## src/rtl/vss_pkg.sv

```systemverilog
package vss_pkg;

    typedef enum logic [2:0] {
        S_IDLE,
        S_ADDR,
        S_WDS,
        S_CNT,
        S_ACK,
        S_REL,
        S_WAS
    } seq_st_t;

    typedef struct packed {
        logic [3:0] be;
        logic       swap;
        logic [2:0] size;
        logic       a0;
    } lane_t;

    function automatic logic am_supported(input logic [5:0] code);
        case (code)
            6'h09, 6'h0B, 6'h0D, 6'h0F,
            6'h29, 6'h2D,
            6'h39, 6'h3B, 6'h3D, 6'h3F: return 1'b1;
            default:                    return 1'b0;
        endcase
    endfunction

    function automatic logic am_is_block(input logic [5:0] code);
        return am_supported(code) && (code[1:0] == 2'b11);
    endfunction

    // Big-endian lane map: lane 0 = local bits 31:24, lane 3 = bits 7:0
    function automatic lane_t lane_decode(input logic ds0_n, input logic ds1_n,
                                          input logic lword_n, input logic a1);
        lane_t l;
        logic [1:0] idx;
        l   = '0;
        idx = 2'b00;
        if (!ds0_n && !ds1_n && !lword_n && !a1) begin
            l.be   = 4'b1111;
            l.size = 3'd4;
        end else if (!ds0_n && !ds1_n && lword_n) begin
            l.be   = a1 ? 4'b1100 : 4'b0011;
            l.swap = !a1;
            l.size = 3'd2;
        end else if ((ds0_n != ds1_n) && lword_n) begin
            l.a0   = ds1_n;
            idx    = {a1, ds1_n};
            l.be   = 4'b0001 << idx;
            l.swap = !a1;
            l.size = 3'd1;
        end
        return l;
    endfunction

endpackage

```

## src/rtl/vss_lane_dec.sv

```systemverilog
module vss_lane_dec
    import vss_pkg::*;
#(
    parameter int LANES = 4
) (
    input  logic             clk,
    input  logic             rst,
    input  logic             capture,
    input  logic             active,
    input  logic             cfg_be_high,
    input  logic             ds0_n,
    input  logic             ds1_n,
    input  logic             lword_n,
    input  logic             a1,
    input  logic             write_n,
    output logic [LANES-1:0] dbe,
    output logic             swap_en_n,
    output logic             local_wr_n,
    output logic [2:0]       size,
    output logic             a0
);

    lane_t            lane_q;
    logic             wr_q;
    logic [LANES-1:0] on;

    always_ff @(posedge clk) begin
        if (rst) begin
            lane_q <= '0;
            wr_q   <= 1'b0;
        end else if (capture) begin
            lane_q <= lane_decode(ds0_n, ds1_n, lword_n, a1);
            wr_q   <= !write_n;
        end
    end

    always_comb begin
        on         = active ? lane_q.be[LANES-1:0] : '0;
        swap_en_n  = !(active && lane_q.swap);
        local_wr_n = !(active && wr_q);
        size       = lane_q.size;
        a0         = lane_q.a0;
    end

    for (genvar i = 0; i < LANES; i++) begin : g_pol
        assign dbe[i] = cfg_be_high ? on[i] : !on[i];
    end

endmodule

```

## src/rtl/vss_blk_addr.sv

```systemverilog
module vss_blk_addr #(
    parameter int AW = 8
) (
    input  logic          clk,
    input  logic          rst,
    input  logic          clear,
    input  logic          load,
    input  logic          step,
    input  logic [AW-1:1] start_hi,
    input  logic          start_a0,
    input  logic [2:0]    size,
    output logic [AW-1:0] la_low,
    output logic          beat_nz
);

    always_ff @(posedge clk) begin
        if (rst) begin
            la_low  <= '0;
            beat_nz <= 1'b0;
        end else if (clear) begin
            beat_nz <= 1'b0;
        end else begin
            if (load && !beat_nz)
                la_low <= {start_hi, start_a0};
            if (step) begin
                la_low  <= la_low + AW'(size);
                beat_nz <= 1'b1;
            end
        end
    end

endmodule

```

## src/rtl/vss_seq.sv

```systemverilog
module vss_seq
    import vss_pkg::*;
#(
    parameter int ACK_DLY = 2
) (
    input  logic clk,
    input  logic rst,
    input  logic as_n,
    input  logic ds_any,
    input  logic lack,
    input  logic qualify,
    input  logic blk,
    output logic adr_latch,
    output logic adr_en,
    output logic dtack_n,
    output logic dat_latch,
    output logic blk_q,
    output logic capture,
    output logic step,
    output logic data_phase,
    output logic idle
);

    localparam int            CW  = $clog2(ACK_DLY + 1);
    localparam logic [CW-1:0] LIM = CW'(ACK_DLY - 1);

    seq_st_t       st;
    logic [CW-1:0] cnt;

    assign capture    = (st == S_WDS) && !as_n && ds_any;
    assign step       = (st == S_ACK) && !ds_any;
    assign data_phase = (st == S_CNT) || (st == S_ACK);
    assign idle       = (st == S_IDLE);

    always_ff @(posedge clk) begin
        if (rst) begin
            st        <= S_IDLE;
            cnt       <= '0;
            adr_latch <= 1'b0;
            adr_en    <= 1'b0;
            dtack_n   <= 1'b1;
            dat_latch <= 1'b0;
            blk_q     <= 1'b0;
        end else begin
            case (st)
                S_IDLE: if (!as_n) begin
                    if (qualify) begin
                        st        <= S_ADDR;
                        adr_latch <= 1'b1;
                        blk_q     <= blk;
                    end else begin
                        st <= S_WAS;
                    end
                end
                S_ADDR: if (as_n) begin
                    st        <= S_IDLE;
                    adr_latch <= 1'b0;
                end else begin
                    st     <= S_WDS;
                    adr_en <= 1'b1;
                end
                S_WDS: if (as_n) begin
                    st        <= S_IDLE;
                    adr_latch <= 1'b0;
                    adr_en    <= 1'b0;
                end else if (ds_any) begin
                    st  <= S_CNT;
                    cnt <= '0;
                end
                S_CNT: if (cnt >= LIM && lack) begin
                    st        <= S_ACK;
                    dtack_n   <= 1'b0;
                    dat_latch <= 1'b1;
                end else if (cnt < LIM) begin
                    cnt <= cnt + 1'b1;
                end
                S_ACK: if (!ds_any) begin
                    st        <= S_REL;
                    dtack_n   <= 1'b1;
                    dat_latch <= 1'b0;
                end
                S_REL: if (as_n) begin
                    st        <= S_IDLE;
                    adr_latch <= 1'b0;
                    adr_en    <= 1'b0;
                end else begin
                    st <= blk_q ? S_WDS : S_WAS;
                end
                S_WAS: if (as_n) begin
                    st        <= S_IDLE;
                    adr_latch <= 1'b0;
                    adr_en    <= 1'b0;
                end
                default: st <= S_IDLE;
            endcase
        end
    end

endmodule

```

## src/rtl/vme_slave_seq.sv

```systemverilog
module vme_slave_seq
    import vss_pkg::*;
#(
    parameter int ACK_DLY = 2,
    parameter int LA_W    = 8,
    parameter int LANES   = 4,
    parameter int NREG    = 4
) (
    input  logic            clk,
    input  logic            rst,
    input  logic            cfg_be_high,
    input  logic            as_n,
    input  logic            ds0_n,
    input  logic            ds1_n,
    input  logic            write_n,
    input  logic            lword_n,
    input  logic [LA_W-1:1] adr_lo,
    input  logic [5:0]      am,
    input  logic [NREG-1:0] region,
    input  logic            lack,
    output logic            adr_latch,
    output logic            adr_en,
    output logic            dat_latch,
    output logic            local_wr_n,
    output logic [LANES-1:0] dbe,
    output logic            swap_en_n,
    output logic            dtack_n,
    output logic [LA_W-1:0] la_low,
    output logic            la_drv
);

    logic       ds_any, qualify, blk, blk_q;
    logic       capture, step, data_phase, idle;
    logic [2:0] size;
    logic       a0, beat_nz;

    assign ds_any  = !ds0_n || !ds1_n;
    assign qualify = am_supported(am) && (|region);
    assign blk     = am_is_block(am);

    vss_seq #(.ACK_DLY(ACK_DLY)) i_seq (
        .clk(clk), .rst(rst), .as_n(as_n), .ds_any(ds_any), .lack(lack),
        .qualify(qualify), .blk(blk), .adr_latch(adr_latch), .adr_en(adr_en),
        .dtack_n(dtack_n), .dat_latch(dat_latch), .blk_q(blk_q),
        .capture(capture), .step(step), .data_phase(data_phase), .idle(idle)
    );

    vss_lane_dec #(.LANES(LANES)) i_lane (
        .clk(clk), .rst(rst), .capture(capture), .active(data_phase),
        .cfg_be_high(cfg_be_high), .ds0_n(ds0_n), .ds1_n(ds1_n),
        .lword_n(lword_n), .a1(adr_lo[1]), .write_n(write_n), .dbe(dbe),
        .swap_en_n(swap_en_n), .local_wr_n(local_wr_n), .size(size), .a0(a0)
    );

    vss_blk_addr #(.AW(LA_W)) i_badr (
        .clk(clk), .rst(rst), .clear(idle), .load(capture), .step(step),
        .start_hi(adr_lo), .start_a0(ds1_n), .size(size),
        .la_low(la_low), .beat_nz(beat_nz)
    );

    assign la_drv = blk_q && beat_nz && data_phase;

    // a0 of the latched lane is kept for observability of byte ordering
    logic unused_a0;
    assign unused_a0 = a0;

endmodule

```

## config.mk

```make
export PLATFORM = sky130hd
export DESIGN_NAME = vme_slave_seq
export DESIGN_NICKNAME = d
export VERILOG_FILES = /design/src/rtl/vss_pkg.sv /design/src/rtl/vss_lane_dec.sv /design/src/rtl/vss_blk_addr.sv /design/src/rtl/vss_seq.sv /design/src/rtl/vme_slave_seq.sv
export SDC_FILE = /design/constraint.sdc
export NUM_CORES = 1
export LEC_CHECK = 0
export ABC_CLOCK_PERIOD_IN_PS = 1900
export BUFFER_PORTS_ARGS = -buffer_cell sky130_fd_sc_hd__buf_2
export CAP_MARGIN = 20
export CORE_ASPECT_RATIO = 0.8
export CORE_MARGIN = 1.5
export CORE_UTILIZATION = 40
export CTS_CLUSTER_SIZE = 24
export DETAILED_ROUTE_END_ITERATION = 8
export GPL_TIMING_DRIVEN = 0
export SETUP_SLACK_MARGIN = 0.2
export SYNTH_ARGS = -nofsm -noshare
export SYNTH_HDL_FRONTEND = slang
export SYNTH_SLANG_ARGS = --single-unit
```

## constraint.sdc

```tcl
create_clock -name clk -period 1.9 [get_ports clk]
set_input_delay 0.285 -clock clk [delete_from_list [all_inputs] [get_ports clk]]
set_output_delay 0.285 -clock clk [all_outputs]
set_load 0.005 [all_outputs]
```

After elaboration in Yosys (flattened, before gate mapping)
Cells that the tools add are included.

$add $sub $neg: 2. Magnitude comparators: 2. Eq/ne operators: 31. Shift operators: 1. Muxes and demuxes: 42. Bitwise gates (word level): 2. Reduce and logical (&&, ||, !) cells: 50.

Operators by type and width (number): 6-bit equality test, second input constant (6); 3-bit 2-to-1 mux (10); 6-bit by 4-bit equality test with 1-bit output, second input constant (4); 8-bit 2-to-1 mux (3); 3-bit case mux with 7 select lines (1); 2-bit inequality test, second input constant (9); 1-bit logical AND (16); 1-bit zero test (14); 1-bit 2-to-1 mux (14); 4-bit 2-to-1 mux (3); 2-bit 2-to-1 mux (5); 5-bit AND reduction (2); 2-bit nonzero test (5); 10-bit OR reduction (1); 3-bit equality test, second input constant (3); 9-bit 2-to-1 mux (1); 3-bit AND reduction (3); 8-bit by 3-bit adder with 8-bit output (1); 1-bit case mux with 2 select lines (4); 4-bit OR reduction (2); 3-bit by 2-bit equality test with 1-bit output, second input constant (2); 2-bit by 1-bit inequality test with 1-bit output, second input constant (3); 2-bit case mux with 2 select lines (1); 4-bit AND reduction (1); other kinds (14) (16).

Register bits after elaboration: 28. Output and inout port bits: 19. Word-level logic and storage cells: 143.

Logic depth before layout (Yosys ltp)
Gate-level depths: netlist of run 1.

Depth after elaboration: 7. Depth in mapped cells: 8. Depth with buffers taken out: 7.

By module
A second synthesis of run 1 with hierarchy kept.

Cells, all modules: 227. Area, all modules: 1848.0 um^2.

By module, submodules not included: vss_seq (instances 1, cells each 84, area each 661.9 um^2); vss_blk_addr (instances 1, cells each 73, area each 600.6 um^2); vss_lane_dec (instances 1, cells each 61, area each 531.8 um^2); vme_slave_seq (instances 1, cells each 9, area each 53.8 um^2).

Worst setup path before layout of run 1
Ideal clock, no wire load.

Path type: register to register. Start point: register i_seq.st[0]. End point: register i_badr.la_low[0]. Arrival: 1632 ps. Data required time: 1769 ps. Slack: 137 ps. Cell stages (with the launch flop): 7. Buffers on the path: 0. Cells stage by stage: dfxtp_1 -> inv_1 -> ha_1 -> or4b_4 -> nor3_4 -> mux2i_1 -> a21oi_1.

Cells in the longest elaborated chain, start to end: 6.

Ends and longest elaborated chain: start: declaration (line vss_seq.sv:27) `seq_st_t st;`; start signal: assignment (line vss_seq.sv:87) `st <= blk_q ? S_WDS : S_WAS;`; 3-bit by 2-bit equality test with 1-bit output (line vss_seq.sv:30) `assign capture = (st == S_WDS) && !as_n && ds_any;`; 1-bit logical AND (2 in series) (line vss_seq.sv:30); 1-bit logical AND (line vss_blk_addr.sv:23) `if (load && !beat_nz)`; 2-bit nonzero test (no source line); 2-bit AND reduction (no source line); end signal: assignment (line vss_blk_addr.sv:24) `la_low <= {start_hi, start_a0};`; end signal: assignment (line vss_blk_addr.sv:26) `la_low <= la_low + AW'(size);`; end: declaration (line vss_blk_addr.sv:12) `output logic [AW-1:0] la_low,`.

Several ways; a longest one is shown, not always the timed one. A chain may end at the register's enable or synchronous reset.

Worst setup path after layout of run 1
Start point: register i_seq.st[1]. End point: output dbe[1].

Cells in the longest elaborated chain, start to end: 5.

Ends and longest elaborated chain: 3-bit by 2-bit equality test with 1-bit output or 3-bit equality test (tied branches) (line vss_seq.sv:32) `assign data_phase = (st == S_CNT) || (st == S_ACK);`; 1-bit logical OR (*) (line vss_seq.sv:32); 4-bit 2-to-1 mux (*) (line vss_lane_dec.sv:38) `on = active ? lane_q.be[LANES-1:0] : '0;`; 1-bit zero test (line vss_lane_dec.sv:46) `assign dbe[i] = cfg_be_high ? on[i] : !on[i];`; 1-bit 2-to-1 mux (*) (line vss_lane_dec.sv:46); end: declaration (line vme_slave_seq.sv:25) `output logic [LANES-1:0] dbe,`.

Mark *: on every way between the ends. The rest lies on a longest branch, timed or not.

==> results.txt, run 1 <==
Crit Path Class: reg2out
CP max FO: 8
IO Count: 45
Vias: 1,793
Area leader, netlist: dfxtp_1
Seq/Total Area, Yosys: 31.7%
Tcrit/Tclk final: 93.8%
Layout area overhead: 31.3%
Placed wire-length estimate: 3.26 mm
GP Congestion: 0.869
CTS tree: yes
Most used flip-flop cell after synthesis: dfxtp_1
Number of global-route vias before repair: 1,669
Post-DRT Antenna Nets: 0
Placed cells: 319
Unrepaired setup endpoints after global routing: yes
Post-synth EDFFs: 0
Max transition margin: 59.5%
Grt total ovfl: 0
Top cell type's share of synthesized area: 31.7%
Fmax: 561 MHz
Gr usage total: 19.5%
Std-Cell Rows: 21
Die Y: 62.5 microns
Worst path cell trace: inv_4, ha_4, buf_6, nand2_4, nand2_4, nand2_2, xor2_1, buf_2
CTS Buffer Depth: 2
Status: finished clean
Setup Skew: 0.00303 ns
Clk sink count: 28
Final min period: 1.78 ns
Setup TNS: 0 ns
Die Area: 4830 sq um
Syn Inst Count: 220
Layout cells sized above 1: 34.4%
#FFs+latches synth: 28
DRC errors left: 0
Cell family with most CP delay: flip-flops
Max_cap viols: 0
Num CTS Buffers: 3
Die width: 77.4 microns
Worst Setup Start Kind: register
# H-tree levels: 1
Largest net degree at the start of global routing: 17
Core ar.: 4200 sq um
WP data required: 1.62 ns
Final setup fails: 0
Clock slew at reported path FFs: 0.10 ns
I/O Buffers: 42
Synth Warn #: 0
Root buf cell: clkbuf_8
WP buf/inv: 3
Crit. End Element: output port
WL final: 4.55 mm
Syn Std Cell Area: 1770 sq um
Clock latency on the worst-skew pair: 0.28 ns
First drt pass iteration count: 4
Ranking of synthesized cells by area: dfxtp_1 32%, a21oi_1 8.2%, ha_1 7.8%, nand2_1 5.1%, inv_1 3.0%
Via density per instance: 5.38
Antenna Cells: 0
Lkg Pwr: 0.924 nW
Syn nets: 258
Average routed wire per standard cell: 13.7 microns
First-pass GRT wire length: 7.71 mm
Non-filler cells, final: 333
Initial antenna violation count: 0
Max incr delay on CP: 0.40 ns
Average size of a mapped cell: 8.04 sq um
# nets final: 315
Crit-path slowest cell: dfxtp_4
Initial Util: 42.1%
Post-Route Utilization: 55.3%
Worst EP arrival: 1.50 ns
Hold Crit Class: in2reg
Fin. max-slew vios: 0
Final Hold Fails: 0
Slew @ Worst Pin: 0.608 ns
Netlist cell types: 52
CP dominant cell by count: nand2_4
Power Dens Cells: 944 nW/um^2
Ys async rst share: 0%
Initial drt markers: 98
VDD IR max: 484 uV
state kept, by name (all words and copies together) (netlist names):
| register | cells |
|---|---|
| i_badr.la_low | 8 |
| i_seq.cnt | 2 |
| i_seq.st | 3 |
| i_lane.size | 3 |
| i_seq.adr_latch | 1 |
| i_seq.blk_q | 1 |
| i_lane.wr_q | 1 |
| i_seq.dat_latch | 1 |
| i_seq.adr_en | 1 |
| i_badr.beat_nz | 1 |
| i_seq.dtack_n | 1 |
| i_lane.lane_q | 5 |
metal layers:
layer | up-vias | global-route usage [%] | share of wire (%)
met5 | - | 0 | 0
met4 | 0 | 3.41 | 0.51
met3 | 2 | 4.38 | 4.5
met2 | 39 | 30.8 | 42
met1 | 837 | 27.6 | 53
li1 | 915 | - | -
cells in the mapped netlist (all sizes together) (3+ instances only):
cell	n
clkbuf	6
nor3	5
and3	4
nand2b	4
ha	11
nand3	8
nor2	10
nand2	24
o32ai	3
dfxtp	28
a21oi	29
a31oi	3
o211ai	4
xor2	4
a211oi	3
buf	4
inv	16
o21ai	14
nor2b	3
layout by cell type (no fill, tap or decap), types with 5 or more instances in the layout:
cell      count
o21ai_0       6
o21ai_1       7
buf_4         8
clkbuf_1      5
inv_1        12
nand2_1      18
nand3_1       7
ha_1          7
a21oi_1      28
nor2_1        9
dfxtp_1      23
nand2_2       5
buf_6         5
buf_2        42
area by class of cell:
class / instances / area (sq um)
flip-flops and latches: 28 / 569
clock inverters: 1 / 30.0
clock buffers: 3 / 41.3
repair buffers: 51 / 285
fillers: 418 / 1880
plain buffers: 10 / 65.1
well taps: 57 / 71.3
multi-input cells: 167 / 1200
inverters: 16 / 65.1
path summary, 6_finish.rpt:
check,cells past startpoint,endpoint,slack [ns],start
hold reg to reg,2,i_lane.size[2],0.47,i_lane.size[2]
setup / recovery,8,dbe[1],0.12,i_seq.st[1]
setup reg to reg,7,i_badr.la_low[0],0.15,i_seq.st[0]
hold / removal,2,i_lane.wr_q,0.19,write_n
logic make-up after synthesis:
family                     after synthesis  synth area share (%)
buffers and inverters                   26                  5.80
and+or+nand+nor                         71                  21.6
xor gates and xnor gates                 6                  2.97
DFF                                     28                  31.7
adders and majority gates               12                  8.91
AOI/OAI and AO/OA                       75                  27.9
muxes                                    2                  1.20
repair_timing:
action,CTS,global route
pin swaps,11,2
buffers inserted,9,0
gates resized for setup,31,6
cloned,1,0
hold buffers,0,0
setup endpoints to repair,21,23
per-stage QoR:
step,instance area (sq um),hold WS (ns),setup WS (ns),power (mW)
2_1_floorplan,1790,0.381,0.211,1.29
3_3_place_gp,2070,0.447,-0.0981,1.49
3_5_place_dp,2070,0.456,-0.106,1.49
4_1_cts,2310,0.183,0.117,2.19
5_1_grt,2320,0.182,0.0260,2.34
6_report,2320,0.187,0.117,2.19
power by group:
part	leakage (nW)	internal [mW]	total, mW	switching, mW
Clock	0.0357	0.283	0.486	0.203
Combinational	0.659	0.456	0.977	0.522
Sequential	0.229	0.662	0.731	0.0693
worst register-to-register path: stages, from the launching register on:
cell	delay [ns]
dfxtp_2	0.36
inv_4	0.08
ha_4	0.16
or4b_4	0.49
nor3_4	0.17
buf_6	0.14
mux2i_1	0.18
a21oi_1	0.08
Power figures use the tool's default switching activity.
==> inputs of run 2 (changes only) <==
Settings changed: CTS_BUF_LIST set to sky130_fd_sc_hd__clkbuf_8, SKIP_CTS_REPAIR_TIMING set to 1, SYNTH_HIERARCHICAL set to 1.
==> run 2 against run 1 <==
  * The flow now finishes with violations (setup timing)
  * Sequential share of layout area decreased by 2.2 points
  * Critical path depth unchanged
  * Final area increased by 9.8%
  * Die area increased by 2.3%
  * Clock power decreased by 2%
  * Wire length increased by 6.3%
  * Non-clock buffer count increased by 16
  * Critical endpoint is now i_badr/la_low[6]
  * Largest power group unchanged
==> results.txt, run 2 <==
Setup TNS: -0.0261 ns (-0.0261 ns)
Crit Path Class: reg2reg
Hold Crit Class: in2reg
Syn nets: 255 (-1.2%)
Crit. End Element: register
Fin. max-slew vios: 0 (unchanged)
GP Congestion: 0.804 (-7.5%)
Final Hold Fails: 0 (unchanged)
Clk sink count: 28 (unchanged)
Layout cells sized above 1: 42.6% (+8.2 points)
Commonest non-fill, non-tap cell in the layout: buf_2
Slew @ Worst Pin: 0.492 ns (-0.116 ns)
CP max FO: 4 (-4)
IO Count: 45 (unchanged)
Clock slew at reported path FFs: 0.10 ns (about the same)
CTS Buffer Depth: 2 (unchanged)
Root buf cell: clkbuf_8
Initial drt markers: 129 (+32%)
Unrepaired setup endpoints after global routing: yes
Core ar.: 4260 sq um (+1.2%)
Via density per instance: 5.29 (-1.7%)
Syn Inst Count: 223 (+1.4%)
Setup Skew: 0.00512 ns (+0.00209 ns)
Synth Warn #: 6 (+6)
I/O Buffers: 43 (+2.4%)
Most frequent cells in the layout: 43 x buf_2, 24 x dfxtp_1, 21 x buf_4, 19 x nand2_1, 16 x nor2_1
Area of placed instances: 2120 sq um (+2.5%)
Failing checks: setup timing
Final setup fails: 1 (+1)
PnR worst setup slack: -0.0261 ns (-0.143 ns)
Reg power frac: 32.3% (-1.0 points)
Placed wire-length estimate: 3.13 mm (-4.0%)
Power Dens Cells: 892 nW/um^2 (-5.6%)
Gr usage total: 17.5% (-2.0 points)
Tcrit/Tclk final: 101% (+7.5 points)
Vias: 1,842 (+2.7%)
Max transition margin: 67.2% (+7.7 points)
Worst EP arrival: 2.14 ns (+0.64 ns)
Placed cells: 323 (+1.3%)
Comb pwr share: 46.8% (+2.3 points)
Post-Route Utilization: 59.9% (+4.7 points)
Clock share of power: 20.8% (-1.3 points)
Net Sw Frac: 35.2% (-0.98 points)
Grt total ovfl: 0 (unchanged)
Top Layer Used: met4
Syn Std Cell Area: 1810 sq um (+2.4%)
# nets final: 324 (+2.9%)
Initial antenna violation count: 0 (unchanged)
# H-tree levels: 1 (unchanged)
Fill cells: 390 (-6.7%)
Antenna Cells: 0 (unchanged)
WL final: 4.84 mm (+6.3%)
Clock latency on the worst-skew pair: 0.28 ns (about the same)
Num CTS Buffers: 3 (unchanged)
Top flop regs: i_badr/la_low x8, i_lane/lane_q x5
Die Y: 63.2 microns (+1.1%)
Lkg Pwr: 1.05 nW (+13%)
Layout area overhead: 40.8%
Int Pwr: 1.47 mW (+5.3%)
VDD IR max: 737 uV (+52%)
Fin area: 2550 sq um (+9.8%)
Hold Worst Slack: 0.181 ns (-0.00644 ns)
P_sw: 0.801 mW (+0.84%)
Number of flip-flops in the largest register: 8 (unchanged)
Post-DRT Antenna Nets: 0 (unchanged)
WP data required: 2.11 ns (+0.49 ns)
First-pass GRT wire length: 7.00 mm (-9.2%)
Number of global-route vias before repair: 1,520 (-8.9%)
Initial Util: 42.6% (+0.48 points)
Worst Setup Start Kind: register
DRC errors left: 0 (unchanged)
Final Power: 2.27 mW (+3.7%)
Std-Cell Rows: 21 (unchanged)
Most flops, register: i_badr/la_low
Wire length on met3: 286 microns (+38%)
Place WS: -0.298 ns (-0.192 ns)
Die Area: 4940 sq um (+2.3%)
Metal-1 WL: 2.33 mm (-3.0%)
Average routed wire per standard cell: 13.9 microns (+1.7%)
Average size of a mapped cell: 8.12 sq um (+1.0%)
Non-filler cells, final: 348 (+4.5%)
Die width: 78.2 microns (+1.2%)
Fmax: 519 MHz (-7.4%)
WL met2: 2.18 mm (+14%)
Final min period: 1.93 ns (+0.143 ns)
First drt pass iteration count: 4 (unchanged)
Max_cap viols: 0 (unchanged)
Status: finished with violations
Largest net degree at the start of global routing: 17 (unchanged)
CTS tree: yes
## run 2: worst paths after layout
check,start,endpoint,slack [ns],depth (start not counted)
worst max-delay path,i_lane/size[0],i_badr/la_low[6],-0.03,8
worst min-delay path,write_n,i_lane/wr_q,0.18,2
worst max register to register,i_lane/size[0],i_badr/la_low[6],-0.03,8
worst min register to register,i_seq/cnt[1],i_seq/cnt[1],0.47,2
## run 2: metal layers
layer | GRT usage [%] | up-vias
met4 | 2.68 | 0
li1 | - | 942
met2 | 26.0 | 61
met5 | 0 | -
met3 | 3.48 | 4
met1 | 26.4 | 835
## run 2: power groups by stage
| stage | registers [mW] | clock network [mW] | logic [mW] |
|---|---|---|---|
| floorplan | 0.720 | 0 | 0.502 |
| detailed placement | 0.732 | 0 | 0.676 |
| global placement | 0.732 | 0 | 0.682 |
| CTS | 0.718 | 0.487 | 0.680 |
| finish | 0.735 | 0.474 | 1.07 |
| global route | 0.748 | 0.510 | 1.15 |
## run 2: area by class of cell
type	instances	area [sq um]	share of cell area [%]
clock inverter	1	30.0	1.18
timing repair buffer	64	394	15.4
clock buffer	3	41.3	1.62
buffer	13	114	4.46
tap	57	71.3	2.80
sequential	28	568	22.3
inverter	11	43.8	1.72
multi-input combinational	171	1290	50.5
## run 2: worst max-delay path: stages (launching register included)
cell       delay (ns)
dfxtp_2          0.35
buf_6            0.09
ha_4             0.12
inv_2            0.03
fa_2             0.33
and2b_2          0.26
o2111ai_2        0.12
or4_1            0.42
a31oi_1          0.16
==> inputs of run 3 (changes only) <==
Settings changed: PLACE_DENSITY set to 0.72.
==> run 3 against run 2 <==
  * The flow still finishes with violations (setup timing)
  * Sequential share of layout area increased by 0.70 points
  * Worst setup slack better by 0.0094 ns
  * Wire length shrank 2.8%
  * Highest routed layer unchanged
  * Largest power group unchanged
  * Cell count decreased by 0.57%
  * Global-route usage about the same
  * Largest cell class unchanged
  * Non-clock buffer count shrank 2
  * Combinational power shrank 8%
==> results.txt, run 3 (synthesis gave the netlist of run 2 again) <==
CTS Buffer Depth: 2 (unchanged)
Unrepaired setup endpoints after global routing: yes
Hold Crit Class: in2reg
Initial drt markers: 95 (-26%)
Die Y: 63.2 microns (unchanged)
Slew @ Worst Pin: 0.675 ns (+0.183 ns)
Crit Path Class: reg2reg
Area of placed instances: 2120 sq um (unchanged)
First drt pass iteration count: 4 (unchanged)
Placed wire-length estimate: 3.23 mm (+3.4%)
Power Dens Cells: 847 nW/um^2 (-5.0%)
WP data required: 2.11 ns (about the same)
Antenna Cells: 0 (unchanged)
Tcrit/Tclk final: 101% (-0.49 points)
Vias: 1,857 (+0.81%)
Clk sink count: 28 (unchanged)
Die width: 78.2 microns (unchanged)
VDD IR max: 364 uV (-51%)
GP Congestion: 0.860 (+7.0%)
Final Hold Fails: 0 (unchanged)
Largest net degree at the start of global routing: 16 (-1)
Post-DRT Antenna Nets: 0 (unchanged)
Worst Setup Start Kind: register
Num CTS Buffers: 3 (unchanged)
CTS tree: yes
Failing checks: setup timing
# nets final: 322 (-0.62%)
Final Power: 2.10 mW (-7.9%)
Setup Skew: 0.00569 ns (+0.000575 ns)
PnR worst setup slack: -0.0167 ns (+0.00940 ns)
Placed cells: 323 (unchanged)
First-pass GRT wire length: 7.01 mm (about the same)
Number of global-route vias before repair: 1,537 (+1.1%)
I/O Buffers: 43 (unchanged)
Initial Util: 42.6% (unchanged)
Max_cap viols: 0 (unchanged)
Grt total ovfl: 0 (unchanged)
Average routed wire per standard cell: 13.6 microns (-2.2%)
Fin area: 2470 sq um (-3.0%)
Setup TNS: -0.0167 ns (+0.00940 ns)
Layout cells sized above 1: 39.4% (-3.2 points)
Layout area overhead: 36.5%
Top flop regs: i_badr/la_low x8, i_lane/lane_q x5
Gr usage total: 17.6% (+0.045 points)
Die Area: 4940 sq um (unchanged)
R2R setup slack: -0.02 ns (about the same)
Lkg Pwr: 1.03 nW (-1.6%)
WL final: 4.70 mm (-2.8%)
Status: finished with violations
Core ar.: 4260 sq um (unchanged)
IO Count: 45 (unchanged)
DRC errors left: 0 (unchanged)
Root buf cell: clkbuf_8
Via density per instance: 5.37 (+1.4%)
Std-Cell Rows: 21 (unchanged)
Clock slew at reported path FFs: 0.10 ns (about the same)
Final min period: 1.92 ns (-0.00940 ns)
Initial antenna violation count: 0 (unchanged)
Clock latency on the worst-skew pair: 0.28 ns (about the same)
Non-filler cells, final: 346 (-0.57%)
Max transition margin: 54.6% (-13 points)
Commonest non-fill, non-tap cell in the layout: buf_2
Fmax: 522 MHz (+0.49%)
# H-tree levels: 1 (unchanged)
Worst EP arrival: 2.13 ns (about the same)
Most frequent cells in the layout: 43 x buf_2, 24 x dfxtp_1, 22 x buf_4, 21 x nand2_1, 17 x nor2_1
Most flops, register: i_badr/la_low
Number of flip-flops in the largest register: 8 (unchanged)
Final setup fails: 1 (unchanged)
Crit. End Element: register
Fin. max-slew vios: 0 (unchanged)
CP max FO: 4 (unchanged)
run 3: cell count changes in the layout (fill, tap and decap cells not counted), moves of 2 or more:
cell and delta:
buf_6 -4, and3_1 +2, nor4_1 +3, nand2_2 -2, and3_4 -2, nor4_2 -3, nand2_1 +2
run 3: final timing paths:
check	cells after the start	end	startpoint
setup reg to reg	8	i_badr/la_low[6]	i_lane/size[0]
hold reg to reg	2	i_seq/cnt[0]	i_seq/cnt[0]
setup / recovery	8	i_badr/la_low[6]	i_lane/size[0]
hold / removal	2	i_lane/wr_q	write_n
run 3: through the flow:
stage                     worst slack [ns]  hold slack, ns  utilization [%]
after floorplan                     0.0433           0.384                -
after global placement              -0.220           0.447             49.8
after detailed placement            -0.228           0.453             49.8
after CTS                           -0.255           0.172             51.1
after global routing                -0.114           0.180             58.1
final                              -0.0167           0.178             58.1
run 3: routing by layer:
layer / global-route usage (%) / vias up / part of all wire, %
met2: 25.7 / 50 / 45
met3: 3.91 / 6 / 4.4
met1: 25.4 / 867 / 49
met4: 5.58 / 0 / 1.4
met5: 0 / - / 0
li1: - / 934 / -
run 3: critical path, stage by stage, from the launching register on:
cell       delay [ns]
dfxtp_2          0.35
buf_6            0.09
ha_4             0.12
inv_2            0.03
fa_2             0.32
and2b_2          0.27
o2111ai_2        0.12
or4_1            0.41
a31oi_1          0.13
run 3: layout make-up:
class / instances / area [sq um]
sequential: 28 / 568
inverter: 11 / 46.3
multi-input combinational: 171 / 1250
fill: 383 / 1780
clock buffer: 4 / 55.1
timing repair buffer: 62 / 365
buffer: 13 / 120
tap: 57 / 71.3
run 3: power by group:
group          total [mW]  internal [mW]  switching, mW
clock network       0.378          0.186          0.192
logic               0.980          0.485          0.494
registers           0.738          0.661         0.0771
total                2.10           1.33          0.764
